[config.mk]
export PLATFORM = sky130hd
export DESIGN_NAME = ctp_host_port
export DESIGN_NICKNAME = d
export VERILOG_FILES = /design/src/rtl/ctp_pkg.sv /design/src/rtl/ctp_cmd_decode.sv /design/src/rtl/ctp_byte_seq.sv /design/src/rtl/ctp_reload_asm.sv /design/src/rtl/ctp_snap_latch.sv /design/src/rtl/ctp_host_port.sv
export SDC_FILE = /design/constraint.sdc
export NUM_CORES = 1
export LEC_CHECK = 0
export ABC_CLOCK_PERIOD_IN_PS = 1700
export CAP_MARGIN = 20
export CORE_MARGIN = 1
export CORE_UTILIZATION = 44
export CTS_CLUSTER_SIZE = 25
export DETAILED_ROUTE_END_ITERATION = 10
export HOLD_SLACK_MARGIN = 0.15
export PLACE_DENSITY_LB_ADDON = 0.12
export SLEW_MARGIN = 20
export SYNTH_ARGS = -nofsm -noshare
export SYNTH_HDL_FRONTEND = slang
export SYNTH_SLANG_ARGS = --single-unit
[constraint.sdc]
create_clock -name clk -period 1.7 [get_ports clk]
set_input_delay 0.425 -clock clk [delete_from_list [all_inputs] [get_ports clk]]
set_output_delay 0.425 -clock clk [all_outputs]
set_load 0.05 [all_outputs]
[src/rtl/ctp_pkg.sv]
package ctp_pkg;
    localparam int BYTE_W  = 8;
    localparam int COUNT_W = 2 * BYTE_W;
    localparam int MODE_W  = 3;

    typedef enum logic [1:0] {
        ACC_SNAP = 2'b00,
        ACC_LO   = 2'b01,
        ACC_HI   = 2'b10,
        ACC_BOTH = 2'b11
    } access_e;

    typedef enum logic [1:0] {
        SEQ_LO      = 2'b00,
        SEQ_HI_RD   = 2'b01,
        SEQ_HI_WR   = 2'b10,
        SEQ_LO_PEND = 2'b11
    } seq_e;
endpackage

[src/rtl/ctp_cmd_decode.sv]
module ctp_cmd_decode
    import ctp_pkg::*;
#(
    parameter int CHAN_W  = 2,
    parameter int CHAN_ID = 0
) (
    input  logic              cmd_wr,
    input  logic [BYTE_W-1:0] cmd_byte,
    output logic              snap_cmd,
    output logic              cfg_wr,
    output access_e           cfg_acc_new,
    output logic [MODE_W-1:0] cfg_mode_new,
    output logic              cfg_bcd_new
);
    localparam int SEL_LSB = BYTE_W - CHAN_W;

    logic ours;
    logic acc_zero;
    logic low_zero;

    always_comb begin
        ours         = (cmd_byte[BYTE_W-1:SEL_LSB] == CHAN_W'(CHAN_ID));
        acc_zero     = (cmd_byte[5:4] == 2'b00);
        low_zero     = (cmd_byte[3:0] == 4'h0);
        snap_cmd     = cmd_wr && ours && acc_zero && low_zero;
        cfg_wr       = cmd_wr && ours && !acc_zero;
        cfg_acc_new  = access_e'(cmd_byte[5:4]);
        cfg_mode_new = cmd_byte[3:1];
        cfg_bcd_new  = cmd_byte[0];
    end
endmodule

[src/rtl/ctp_byte_seq.sv]
module ctp_byte_seq
    import ctp_pkg::*;
(
    input  logic clk,
    input  logic rst_n,
    input  logic seq_clr,
    input  logic two_byte,
    input  logic data_wr,
    input  logic data_rd,
    output logic ptr_hi,
    output logic hold
);
    seq_e state_q;
    seq_e state_d;

    always_comb begin
        state_d = state_q;
        if (seq_clr) begin
            state_d = SEQ_LO;
        end else if (two_byte && (data_wr || data_rd)) begin
            unique case (state_q)
                SEQ_LO:      state_d = data_wr ? SEQ_HI_WR : SEQ_HI_RD;
                SEQ_HI_RD:   state_d = SEQ_LO;
                SEQ_HI_WR:   state_d = data_wr ? SEQ_LO : SEQ_LO_PEND;
                SEQ_LO_PEND: state_d = SEQ_HI_WR;
                default:     state_d = SEQ_LO;
            endcase
        end
    end

    always_ff @(posedge clk) begin
        if (!rst_n) begin
            state_q <= SEQ_LO;
        end else begin
            state_q <= state_d;
        end
    end

    always_comb begin
        ptr_hi = 1'b0;
        hold   = 1'b0;
        unique case (state_q)
            SEQ_LO:      begin ptr_hi = 1'b0; hold = 1'b0; end
            SEQ_HI_RD:   begin ptr_hi = 1'b1; hold = 1'b0; end
            SEQ_HI_WR:   begin ptr_hi = 1'b1; hold = 1'b1; end
            SEQ_LO_PEND: begin ptr_hi = 1'b0; hold = 1'b1; end
            default:     begin ptr_hi = 1'b0; hold = 1'b0; end
        endcase
    end

    AST_HOLD_FROM_WRITE: assert property (@(posedge clk) disable iff (!rst_n)
        $rose(hold) |-> $past(data_wr));

    AST_CLR_DROPS_HOLD: assert property (@(posedge clk) disable iff (!rst_n)
        seq_clr |=> (!hold && !ptr_hi));

    AST_SINGLE_NO_HOLD: assert property (@(posedge clk) disable iff (!rst_n)
        (!two_byte && !hold) |=> !hold);
endmodule

[src/rtl/ctp_reload_asm.sv]
module ctp_reload_asm
    import ctp_pkg::*;
(
    input  logic               clk,
    input  logic               rst_n,
    input  logic               data_wr,
    input  access_e            acc,
    input  logic               ptr_hi,
    input  logic [BYTE_W-1:0]  wdata,
    output logic [COUNT_W-1:0] reload_val,
    output logic               reload_stb
);
    logic [BYTE_W-1:0]  lo_stage_q;
    logic [COUNT_W-1:0] val_d;
    logic               stb_d;
    logic               stage_ld;

    always_comb begin
        val_d    = reload_val;
        stb_d    = 1'b0;
        stage_ld = 1'b0;
        if (data_wr) begin
            unique case (acc)
                ACC_LO: begin
                    val_d = {{BYTE_W{1'b0}}, wdata};
                    stb_d = 1'b1;
                end
                ACC_HI: begin
                    val_d = {wdata, {BYTE_W{1'b0}}};
                    stb_d = 1'b1;
                end
                ACC_BOTH: begin
                    if (ptr_hi) begin
                        val_d = {wdata, lo_stage_q};
                        stb_d = 1'b1;
                    end else begin
                        stage_ld = 1'b1;
                    end
                end
                default: begin
                    stb_d = 1'b0;
                end
            endcase
        end
    end

    always_ff @(posedge clk) begin
        if (!rst_n) begin
            lo_stage_q <= '0;
            reload_val <= '0;
            reload_stb <= 1'b0;
        end else begin
            if (stage_ld) begin
                lo_stage_q <= wdata;
            end
            reload_val <= val_d;
            reload_stb <= stb_d;
        end
    end

    AST_STB_NEEDS_WRITE: assert property (@(posedge clk) disable iff (!rst_n)
        reload_stb |-> $past(data_wr));

    AST_VAL_HOLDS_IDLE: assert property (@(posedge clk) disable iff (!rst_n)
        !$past(data_wr) |-> $stable(reload_val));
endmodule

[src/rtl/ctp_snap_latch.sv]
module ctp_snap_latch
    import ctp_pkg::*;
(
    input  logic               clk,
    input  logic               rst_n,
    input  logic               snap_cmd,
    input  logic               snap_clr,
    input  logic               snap_rel,
    input  logic [COUNT_W-1:0] live,
    output logic               held,
    output logic [COUNT_W-1:0] snap
);
    always_ff @(posedge clk) begin
        if (!rst_n) begin
            held <= 1'b0;
            snap <= '0;
        end else if (snap_clr) begin
            held <= 1'b0;
        end else if (snap_cmd && !held) begin
            held <= 1'b1;
            snap <= live;
        end else if (snap_rel) begin
            held <= 1'b0;
        end
    end

    AST_SNAP_FROZEN: assert property (@(posedge clk) disable iff (!rst_n)
        (held && $past(held)) |-> $stable(snap));

    AST_SNAP_SOURCE: assert property (@(posedge clk) disable iff (!rst_n)
        $rose(held) |-> $past(snap_cmd));
endmodule

[src/rtl/ctp_host_port.sv]
module ctp_host_port
    import ctp_pkg::*;
#(
    parameter int CHAN_W  = 2,
    parameter int CHAN_ID = 0
) (
    input  logic               clk,
    input  logic               rst_n,
    input  logic               bus_wr,
    input  logic               bus_rd,
    input  logic               bus_cmd,
    input  logic [BYTE_W-1:0]  bus_wdata,
    output logic [BYTE_W-1:0]  rd_data,
    output logic               rd_valid,
    input  logic [COUNT_W-1:0] live_count,
    output logic [COUNT_W-1:0] reload_val,
    output logic               reload_stb,
    output logic               hold_req,
    output logic [1:0]         cfg_access,
    output logic [MODE_W-1:0]  cfg_mode,
    output logic               cfg_bcd,
    output logic               cfg_stb
);
    logic              cmd_wr;
    logic              data_wr;
    logic              data_rd;
    logic              snap_cmd;
    logic              cfg_wr;
    access_e           acc_new;
    logic [MODE_W-1:0] mode_new;
    logic              bcd_new;
    access_e           acc_q;
    logic              ptr_hi;
    logic              held;
    logic [COUNT_W-1:0] snap;
    logic              snap_rel;
    logic              sel_hi;
    logic [COUNT_W-1:0] src;

    always_comb begin
        cmd_wr  = bus_wr && bus_cmd;
        data_wr = bus_wr && !bus_cmd;
        data_rd = bus_rd && !bus_cmd && !bus_wr;
    end

    ctp_cmd_decode #(
        .CHAN_W  (CHAN_W),
        .CHAN_ID (CHAN_ID)
    ) i_dec (
        .cmd_wr      (cmd_wr),
        .cmd_byte    (bus_wdata),
        .snap_cmd    (snap_cmd),
        .cfg_wr      (cfg_wr),
        .cfg_acc_new (acc_new),
        .cfg_mode_new(mode_new),
        .cfg_bcd_new (bcd_new)
    );

    always_ff @(posedge clk) begin
        if (!rst_n) begin
            acc_q    <= ACC_BOTH;
            cfg_mode <= '0;
            cfg_bcd  <= 1'b0;
            cfg_stb  <= 1'b0;
        end else begin
            cfg_stb <= cfg_wr;
            if (cfg_wr) begin
                acc_q    <= acc_new;
                cfg_mode <= mode_new;
                cfg_bcd  <= bcd_new;
            end
        end
    end

    assign cfg_access = acc_q;

    ctp_byte_seq i_seq (
        .clk     (clk),
        .rst_n   (rst_n),
        .seq_clr (cfg_wr),
        .two_byte(acc_q == ACC_BOTH),
        .data_wr (data_wr),
        .data_rd (data_rd),
        .ptr_hi  (ptr_hi),
        .hold    (hold_req)
    );

    ctp_reload_asm i_rl (
        .clk       (clk),
        .rst_n     (rst_n),
        .data_wr   (data_wr),
        .acc       (acc_q),
        .ptr_hi    (ptr_hi),
        .wdata     (bus_wdata),
        .reload_val(reload_val),
        .reload_stb(reload_stb)
    );

    always_comb begin
        unique case (acc_q)
            ACC_LO:   sel_hi = 1'b0;
            ACC_HI:   sel_hi = 1'b1;
            default:  sel_hi = ptr_hi;
        endcase
        snap_rel = data_rd && held && ((acc_q != ACC_BOTH) || ptr_hi);
        src      = held ? snap : live_count;
    end

    ctp_snap_latch i_snap (
        .clk     (clk),
        .rst_n   (rst_n),
        .snap_cmd(snap_cmd),
        .snap_clr(cfg_wr),
        .snap_rel(snap_rel),
        .live    (live_count),
        .held    (held),
        .snap    (snap)
    );

    always_ff @(posedge clk) begin
        if (!rst_n) begin
            rd_data  <= '0;
            rd_valid <= 1'b0;
        end else begin
            rd_valid <= data_rd;
            if (data_rd) begin
                rd_data <= sel_hi ? src[COUNT_W-1:BYTE_W] : src[BYTE_W-1:0];
            end
        end
    end

    AST_RD_FROM_DATA: assert property (@(posedge clk) disable iff (!rst_n)
        rd_valid |-> $past(bus_rd && !bus_cmd));

    AST_STB_NOT_HELD: assert property (@(posedge clk) disable iff (!rst_n)
        reload_stb |-> !hold_req);

    AST_CFG_ONE_PULSE: assert property (@(posedge clk) disable iff (!rst_n)
        cfg_stb |-> $past(bus_wr && bus_cmd));
endmodule

Yosys cells after proc, flatten, opt, wreduce, memory -nomap -nowiden
Index checks and enable logic that the tools add are counted.
{"block": "classes", "n_eq_ne": 8, "n_mux": 17, "bitwise_logic": 2, "reduce_logical": 33}
{"cell": "16-bit case mux with 3 select lines", "n": 1}
{"cell": "16-bit 2-to-1 mux", "n": 2}
{"cell": "1-bit logical AND", "n": 12}
{"cell": "2-bit OR reduction", "n": 6}
{"cell": "2-bit == test, second input constant", "n": 4}
{"cell": "8-bit 2-to-1 mux", "n": 1}
{"cell": "1-bit case mux with 2 select lines", "n": 4}
{"cell": "2-bit case mux with 4 select lines", "n": 1}
{"cell": "2-bit zero test", "n": 3}
{"cell": "1-bit 2-to-1 mux", "n": 6}
{"cell": "2-bit by 1-bit == test with 1-bit output, second input constant", "n": 2}
{"cell": "1-bit zero test", "n": 4}
{"cell": "4-bit zero test", "n": 1}
{"cell": "2-bit 2-to-1 mux", "n": 2}
{"cell": "2-bit != test, second input constant", "n": 2}
{"cell": "2-bit AND reduction", "n": 2}
{"cell": "3-bit AND reduction", "n": 1}
{"cell": "3-bit nonzero test", "n": 1}
{"cell": "1-bit logical OR", "n": 2}
{"cell": "1-bit NOT", "n": 2}
{"cell": "2-bit nonzero test", "n": 1}
{"block": "totals", "regBits": 60}

Logic depth before layout (Yosys ltp)
{"block": "logic_depth", "depth_word": 7, "depth_mapped": 8, "ltp_nobuf": 6}

Hierarchy
Synthesis repeated with hierarchy kept, for this count alone.
{"block": "unflattened", "hier_cells": 293, "area_unflattened_um2": 2920.3}
{"module": "ctp_reload_asm", "instances": 1, "cells_each": 120, "area_each_um2": 1163.6, "seq_area_each_um2": 500.5}
{"module": "ctp_host_port", "instances": 1, "cells_each": 68, "area_each_um2": 809.5, "seq_area_each_um2": 320.3}
{"module": "ctp_snap_latch", "instances": 1, "cells_each": 75, "area_each_um2": 700.7, "seq_area_each_um2": 340.3}
{"module": "ctp_byte_seq", "instances": 1, "cells_each": 19, "area_each_um2": 165.2, "seq_area_each_um2": 40.0}
{"module": "ctp_cmd_decode", "instances": 1, "cells_each": 11, "area_each_um2": 81.3, "seq_area_each_um2": 0.0}

Worst setup path after synthesis
No wires, ideal clock.
{"block": "synth_path", "path_kind": "flip-flop to flip-flop", "startpoint": "register acc_q[0] (netlist: cfg_access[0])", "endpoint": "register rd_data[7]", "arrival_ns": 2.034, "required_time_ns": 1.583, "path_slack_ns": -0.451, "stages_incl_launch_ff": 6, "period_less_slack_ns": 2.151, "path_cell_list": "dfxtp_1 -> inv_1 -> ha_1 -> mux2i_4 -> mux4_2 -> a22o_1"}
{"block": "synth_between", "elab_chain_len": 3, "word_cells_on_any_way": 4}
{"item": "from (decl)", "line_no": "ctp_host_port.sv:32", "text": "access_e acc_q;"}
{"item": "from (signal assigned)", "line_no": "ctp_host_port.sv:68", "text": "acc_q <= acc_new;"}
{"item": "2-bit == test / 2-bit by 1-bit == test with 1-bit output (equally long branches)", "line_no": "ctp_host_port.sv:100", "text": "unique case (acc_q)"}
{"item": "1-bit case mux with 2 select lines *", "line_no": "ctp_host_port.sv:100"}
{"item": "8-bit 2-to-1 mux *", "line_no": "ctp_host_port.sv:127", "text": "rd_data <= sel_hi ? src[COUNT_W-1:BYTE_W] : src[BYTE_W-1:0];"}
{"item": "to (signal assigned)", "line_no": "ctp_host_port.sv:127"}
{"item": "to (decl)", "line_no": "ctp_host_port.sv:13", "text": "output logic [BYTE_W-1:0] rd_data,"}
Every way passes the cells marked *; elsewhere a longest branch is shown, timed or not.
A chain may end at the register's enable or synchronous reset.

Worst setup path after layout
{"block": "layout_path", "startpoint": "register i_seq.state_q[0]", "endpoint": "output hold_req"}
{"block": "layout_between", "elab_chain_len": 3, "word_cells_on_any_way": 7}
{"item": "from (decl)", "line_no": "ctp_byte_seq.sv:13", "text": "seq_e state_q;"}
{"item": "from (signal assigned)", "line_no": "ctp_byte_seq.sv:35", "text": "state_q <= state_d;"}
{"item": "2-bit == test, or another cell as far along", "line_no": "ctp_byte_seq.sv:42", "text": "unique case (state_q)"}
{"item": "2-bit OR reduction (no source line)"}
{"item": "1-bit case mux with 2 select lines *", "line_no": "ctp_byte_seq.sv:42"}
{"item": "to (decl)", "line_no": "ctp_host_port.sv:18", "text": "output logic hold_req,"}
Marks and branches as above.

==> results.md <==
Route:
- The ratio of routed vias to standard cells is ~5.2.
- The number of DRC violations after detailed routing is 0.
- Dividing the detail-routed wire length by the instance count gives roughly 14 um.
- The routed layout has about 2300 vias.
- The number of nets with antenna violations after detailed routing is 0.
- The total length of routed met3 wires is roughly 340 um.
- The first routing iteration left 139 violations.
- In the final routing, the length of wire on met1 measures about 3100 um.
- The first TritonRoute pass finished after 4 iterations.
- Summed over all nets, wire length on met2 after detailed routing comes to 2779 um.
- The uppermost signal routing layer after detailed routing is met4.
- The aggregate routed wire length is around 6300 um.

GRT:
- Global routing consumed, over all layers together, between 20% and 30% of the routing resources.
- The number of global-route vias before repair was 2147.
- The largest net degree at the start of global routing is 34.
- The first-pass GRT wire length is between 10000 and 15000 um.
- The remaining global-route overflow is 0.
- The number of antenna violations at the first check in global routing was 0.

Outcome:
- The checks that failed: setup timing.
- The flow ran to the end, but the final reports show violations.

Yosys:
- Yosys printed 0 warnings.
- The share of flip-flops with an asynchronous set or reset is 0%.
- The sequential area share after synthesis is a little under half.
- The average instance area after synthesis is approximately 9.5 um2.
- The synthesized design contains 60 register bits.
- The most instantiated flip-flop cell in the synthesis netlist is sky130_fd_sc_hd__dfxtp_1.
- The portion of synthesized area spent on multiplexers is roughly 12%.
- The dominant combinational cell family by area after synthesis is simple AND/OR/NAND/NOR gates.
- The simple-gate share of the synthesized area is ~22%.
- Counting every net in the synthesized netlist gives about 310.
- The netlist area before placement is 2597 um2.
- The synthesized netlist devotes 11.99% of its cell area to compound gates.
- In this run, synthesis inferred 0 flip-flops with an integrated enable.
- The XOR/XNOR share of the synthesized area is 0%.
- The count of cell types in the netlist is 34.
- The area share of fa/ha/maj cells after synthesis is a little under 3%.
- The count of mapped cells out of synthesis is 274.

Floorplan:
- The die area is ~6200 um2.
- In this run the standard cell core region covers between 5000 and 6000 um2.
- The die boundary height is 78.84 um.
- The die width is between 70 and 80 um.
- The effective utilization at floorplan is about 46%.
- The I/O pin count is 63.
- The row count is 27.

STA:
- The max-slew violation count is 0.
- The final worst slack is -0.06053 ns.
- The final cycle utilization of the critical path is 103.6%.
- At the pin with the least slew margin, the transition time is about 0.52 ns.
- The headroom to the max-slew limit is about two thirds.
- The final number of setup-violating endpoints is 1.
- Setup repair after global routing could not meet its margin everywhere.
- The count of final hold-check violations is 0.
- Counting I/O delays and the setup requirement, the final critical path takes around 1.8 ns.
- The maximum operating frequency is 0.5680 GHz.
- The hold slack is approximately 0.45 ns.
- The final clock skew is ~0.0088 ns.

Worst setup path:
- The kind of start point of the critical path is a flop.
- The worst setup path is captured at an output pin.
- Counting cells, the worst reg-to-reg path comes to 6.
- For the worst setup path, the data arrival time is 1.34 ns.
- The worst register-to-register path begins at i_seq.state_q[0]$_SDFFE_PP0P_.
- In this run the critical register-to-register path is captured at rd_data[7]$_SDFFE_PN0P_.
- The critical path data required time is roughly 1.3 ns.
- In this run the register-to-register setup slack is around 0.010 ns.
- Of all nets on the critical path, the largest fanout is 2.
- The critical path class is flop to output pin.

Pwr:
- The largest vdd supply drop is between 0.5 and 0.6 mV.
- The leakage power total is roughly 1.5 nW.
- The total power of the final layout is between 3 and 4 mW.
- For this design the ratio of total power to cell area is between 900 and 1000 nW/um2.

Cells and area:
- The post-route netlist has between 30% and 40% of its cells at a drive strength greater than 1.
- The area growth from synthesis to layout is 44.89%.
- The number of antenna diodes in the final layout is 0.
- The utilization after layout is between 60 and 70%.
- The layout net count is about 400.

Placed design:
- The wire-length estimate of the detail-placed layout is between 4000 and 5000 um.
- The count of port buffers added during placement is 62.
- The placer's final routability congestion estimate is about 0.75.

Clock tree:
- The H-tree depth is 3.
- Counting along the longest clock path gives a buffer depth of 2.
- Buffers inserted to repair hold after CTS numbered 0.
- The root buffer cell chosen for the clock tree is sky130_fd_sc_hd__clkbuf_8.
- The worst-skew pair later-pin latency is around 0.33 ns.
- The total CTS buffers is 9.
- TritonCTS built the clock tree.
- The number of sinks driven by the clock tree is 60.
- The clock-pin transition on the worst setup and hold timing paths is roughly 0.07 ns.

Hold path:
- The path with the worst hold slack has its endpoint at i_rl.reload_val[9]$_SDFFE_PN0P_.
- The count of cells along the worst hold path is 2.
- The path class of the tightest hold or removal check is flop to flop.
- The start point of the worst hold path is i_rl.reload_val[9]$_SDFFE_PN0P_.

Flow run:
- Max-cap violations in this run came to 0.
## synth_stat cells (2+ instances only)
master | n | area share, %
sky130_fd_sc_hd__a211oi_1 | 9 | 2.6
sky130_fd_sc_hd__a21oi_1 | 10 | 1.9
sky130_fd_sc_hd__a22o_1 | 8 | 2.7
sky130_fd_sc_hd__and2_1 | 2 | 0.48
sky130_fd_sc_hd__buf_1 | 3 | 0.43
sky130_fd_sc_hd__buf_2 | 8 | 1.5
sky130_fd_sc_hd__buf_6 | 3 | 1.3
sky130_fd_sc_hd__clkbuf_1 | 5 | 0.72
sky130_fd_sc_hd__dfxtp_1 | 60 | 46
sky130_fd_sc_hd__ha_1 | 6 | 2.9
sky130_fd_sc_hd__inv_1 | 6 | 0.87
sky130_fd_sc_hd__mux2i_1 | 12 | 4.6
sky130_fd_sc_hd__mux4_2 | 8 | 6.9
sky130_fd_sc_hd__nand2_1 | 32 | 4.6
sky130_fd_sc_hd__nand3_1 | 26 | 5.0
sky130_fd_sc_hd__nor2_1 | 23 | 3.3
sky130_fd_sc_hd__nor2b_1 | 2 | 0.48
sky130_fd_sc_hd__nor3_1 | 9 | 1.7
sky130_fd_sc_hd__nor3b_1 | 9 | 2.6
sky130_fd_sc_hd__nor4_1 | 2 | 0.48
sky130_fd_sc_hd__o21ai_0 | 7 | 1.3
sky130_fd_sc_hd__o21ai_1 | 11 | 2.1
sky130_fd_sc_hd__or2_2 | 2 | 0.48
## through the flow
| stage | std cells | setup WS, ns | setup TNS (ns) | area (um2) |
|---|---|---|---|---|
| finish | 442 | -0.06053 | -0.06053 | 3764 |
| global route | 442 | -0.09428 | -0.2954 | 3764 |
| CTS | 441 | -0.07251 | -0.07251 | 3746 |
| detailed placement | 425 | -0.2466 | -8.413 | 3487 |
| global placement | 425 | -0.2186 | -8.105 | 3487 |
| floorplan | 274 | -0.04741 | -0.1801 | 2623 |
## cell families after synthesis
group           count (synthesis)
compound gates                 49
fa+ha+maj                       6
buf+inv                        25
flops                          60
mux                            21
simple gates                  113
## cells in the final DEF, fill, tap and decap left out, types with 2 or more instances in the layout
| cell | netlist | routed |
|---|---|---|
| sky130_fd_sc_hd__nor3b_1 | 9 | 9 |
| sky130_fd_sc_hd__inv_1 | 6 | 3 |
| sky130_fd_sc_hd__ha_4 | 0 | 3 |
| sky130_fd_sc_hd__dfxtp_1 | 60 | 56 |
| sky130_fd_sc_hd__ha_1 | 6 | 3 |
| sky130_fd_sc_hd__nand2_1 | 32 | 31 |
| sky130_fd_sc_hd__mux4_2 | 8 | 8 |
| sky130_fd_sc_hd__buf_4 | 0 | 63 |
| sky130_fd_sc_hd__nand3_1 | 26 | 26 |
| sky130_fd_sc_hd__o21ai_0 | 7 | 6 |
| sky130_fd_sc_hd__nor2_1 | 23 | 23 |
| sky130_fd_sc_hd__mux2i_1 | 12 | 12 |
| sky130_fd_sc_hd__o21ai_1 | 11 | 12 |
| sky130_fd_sc_hd__clkdlybuf4s50_1 | 0 | 28 |
| sky130_fd_sc_hd__a22o_1 | 8 | 8 |
| sky130_fd_sc_hd__buf_6 | 3 | 2 |
| sky130_fd_sc_hd__and2_1 | 2 | 2 |
| sky130_fd_sc_hd__clkbuf_8 | 0 | 15 |
| sky130_fd_sc_hd__a211oi_1 | 9 | 9 |
| sky130_fd_sc_hd__nor3_1 | 9 | 9 |
| sky130_fd_sc_hd__buf_12 | 0 | 6 |
| sky130_fd_sc_hd__inv_2 | 0 | 2 |
| sky130_fd_sc_hd__nor4_1 | 2 | 2 |
| sky130_fd_sc_hd__dfxtp_2 | 0 | 2 |
| sky130_fd_sc_hd__a21oi_1 | 10 | 10 |
| sky130_fd_sc_hd__dfxtp_4 | 0 | 2 |
## critical path: stages, from the launching register on
cell	delay [ns]
sky130_fd_sc_hd__dfxtp_2	0.33
sky130_fd_sc_hd__inv_2	0.04
sky130_fd_sc_hd__buf_6	0.11
sky130_fd_sc_hd__ha_4	0.15
sky130_fd_sc_hd__or2_4	0.23
sky130_fd_sc_hd__buf_8	0.15
## report_power, final
| part | internal, mW | total, mW | switching (mW) |
|---|---|---|---|
| clock | 0.761 | 1.29 | 0.525 |
| sequential | 1.46 | 1.48 | 0.0263 |
| combinational | 0.320 | 0.687 | 0.367 |
## sequential cells by signal, indices dropped and copies added (netlist names)
signal,cells
i_seq.state_q,2
cfg_stb,1
i_rl.lo_stage_q,8
rd_valid,1
i_snap.held,1
cfg_bcd,1
i_rl.reload_stb,1
rd_data,8
i_rl.reload_val,16
cfg_access,2
cfg_mode,3
i_snap.snap,16
## routing by layer
metal | track usage, % | vias to the layer above
li1 | - | 1159
met5 | 0 | -
met4 | 10.36 | 0
met1 | 30.13 | 1062
met3 | 5.287 | 5
met2 | 33.04 | 65
## timing repair
item	in CTS	in global routing
setup endpoints to repair	1	16
gates cloned	0	0
gates resized for setup	12	4
setup buffers	1	1
pin swaps	2	1
## worst max path at each step
stage / startpoint / to / cells past startpoint
final: i_seq.state_q[0]$_SDFFE_PP0P_ / hold_req / 5
after global routing: i_seq.state_q[0]$_SDFFE_PP0P_ / hold_req / 5
after CTS: i_seq.state_q[0]$_SDFFE_PP0P_ / hold_req / 5
after detailed placement: bus_cmd / i_seq.state_q[0]$_SDFFE_PP0P_ / 5
after global placement: bus_wdata[7] / i_seq.state_q[0]$_SDFFE_PP0P_ / 5
after floorplan: cfg_access[1]$_SDFFE_PN1P_ / rd_data[7]$_SDFFE_PN0P_ / 5
## area by class of cell
type,count,area [um2]
multi-input combinational,189,1320
sequential,60,1211
inverter,6,25.02
fill,476,1844
tap,72,90.09
clock buffer,15,206.4
timing repair buffer,100,910.9
Note: power is estimated with default switching activity, not from simulation.
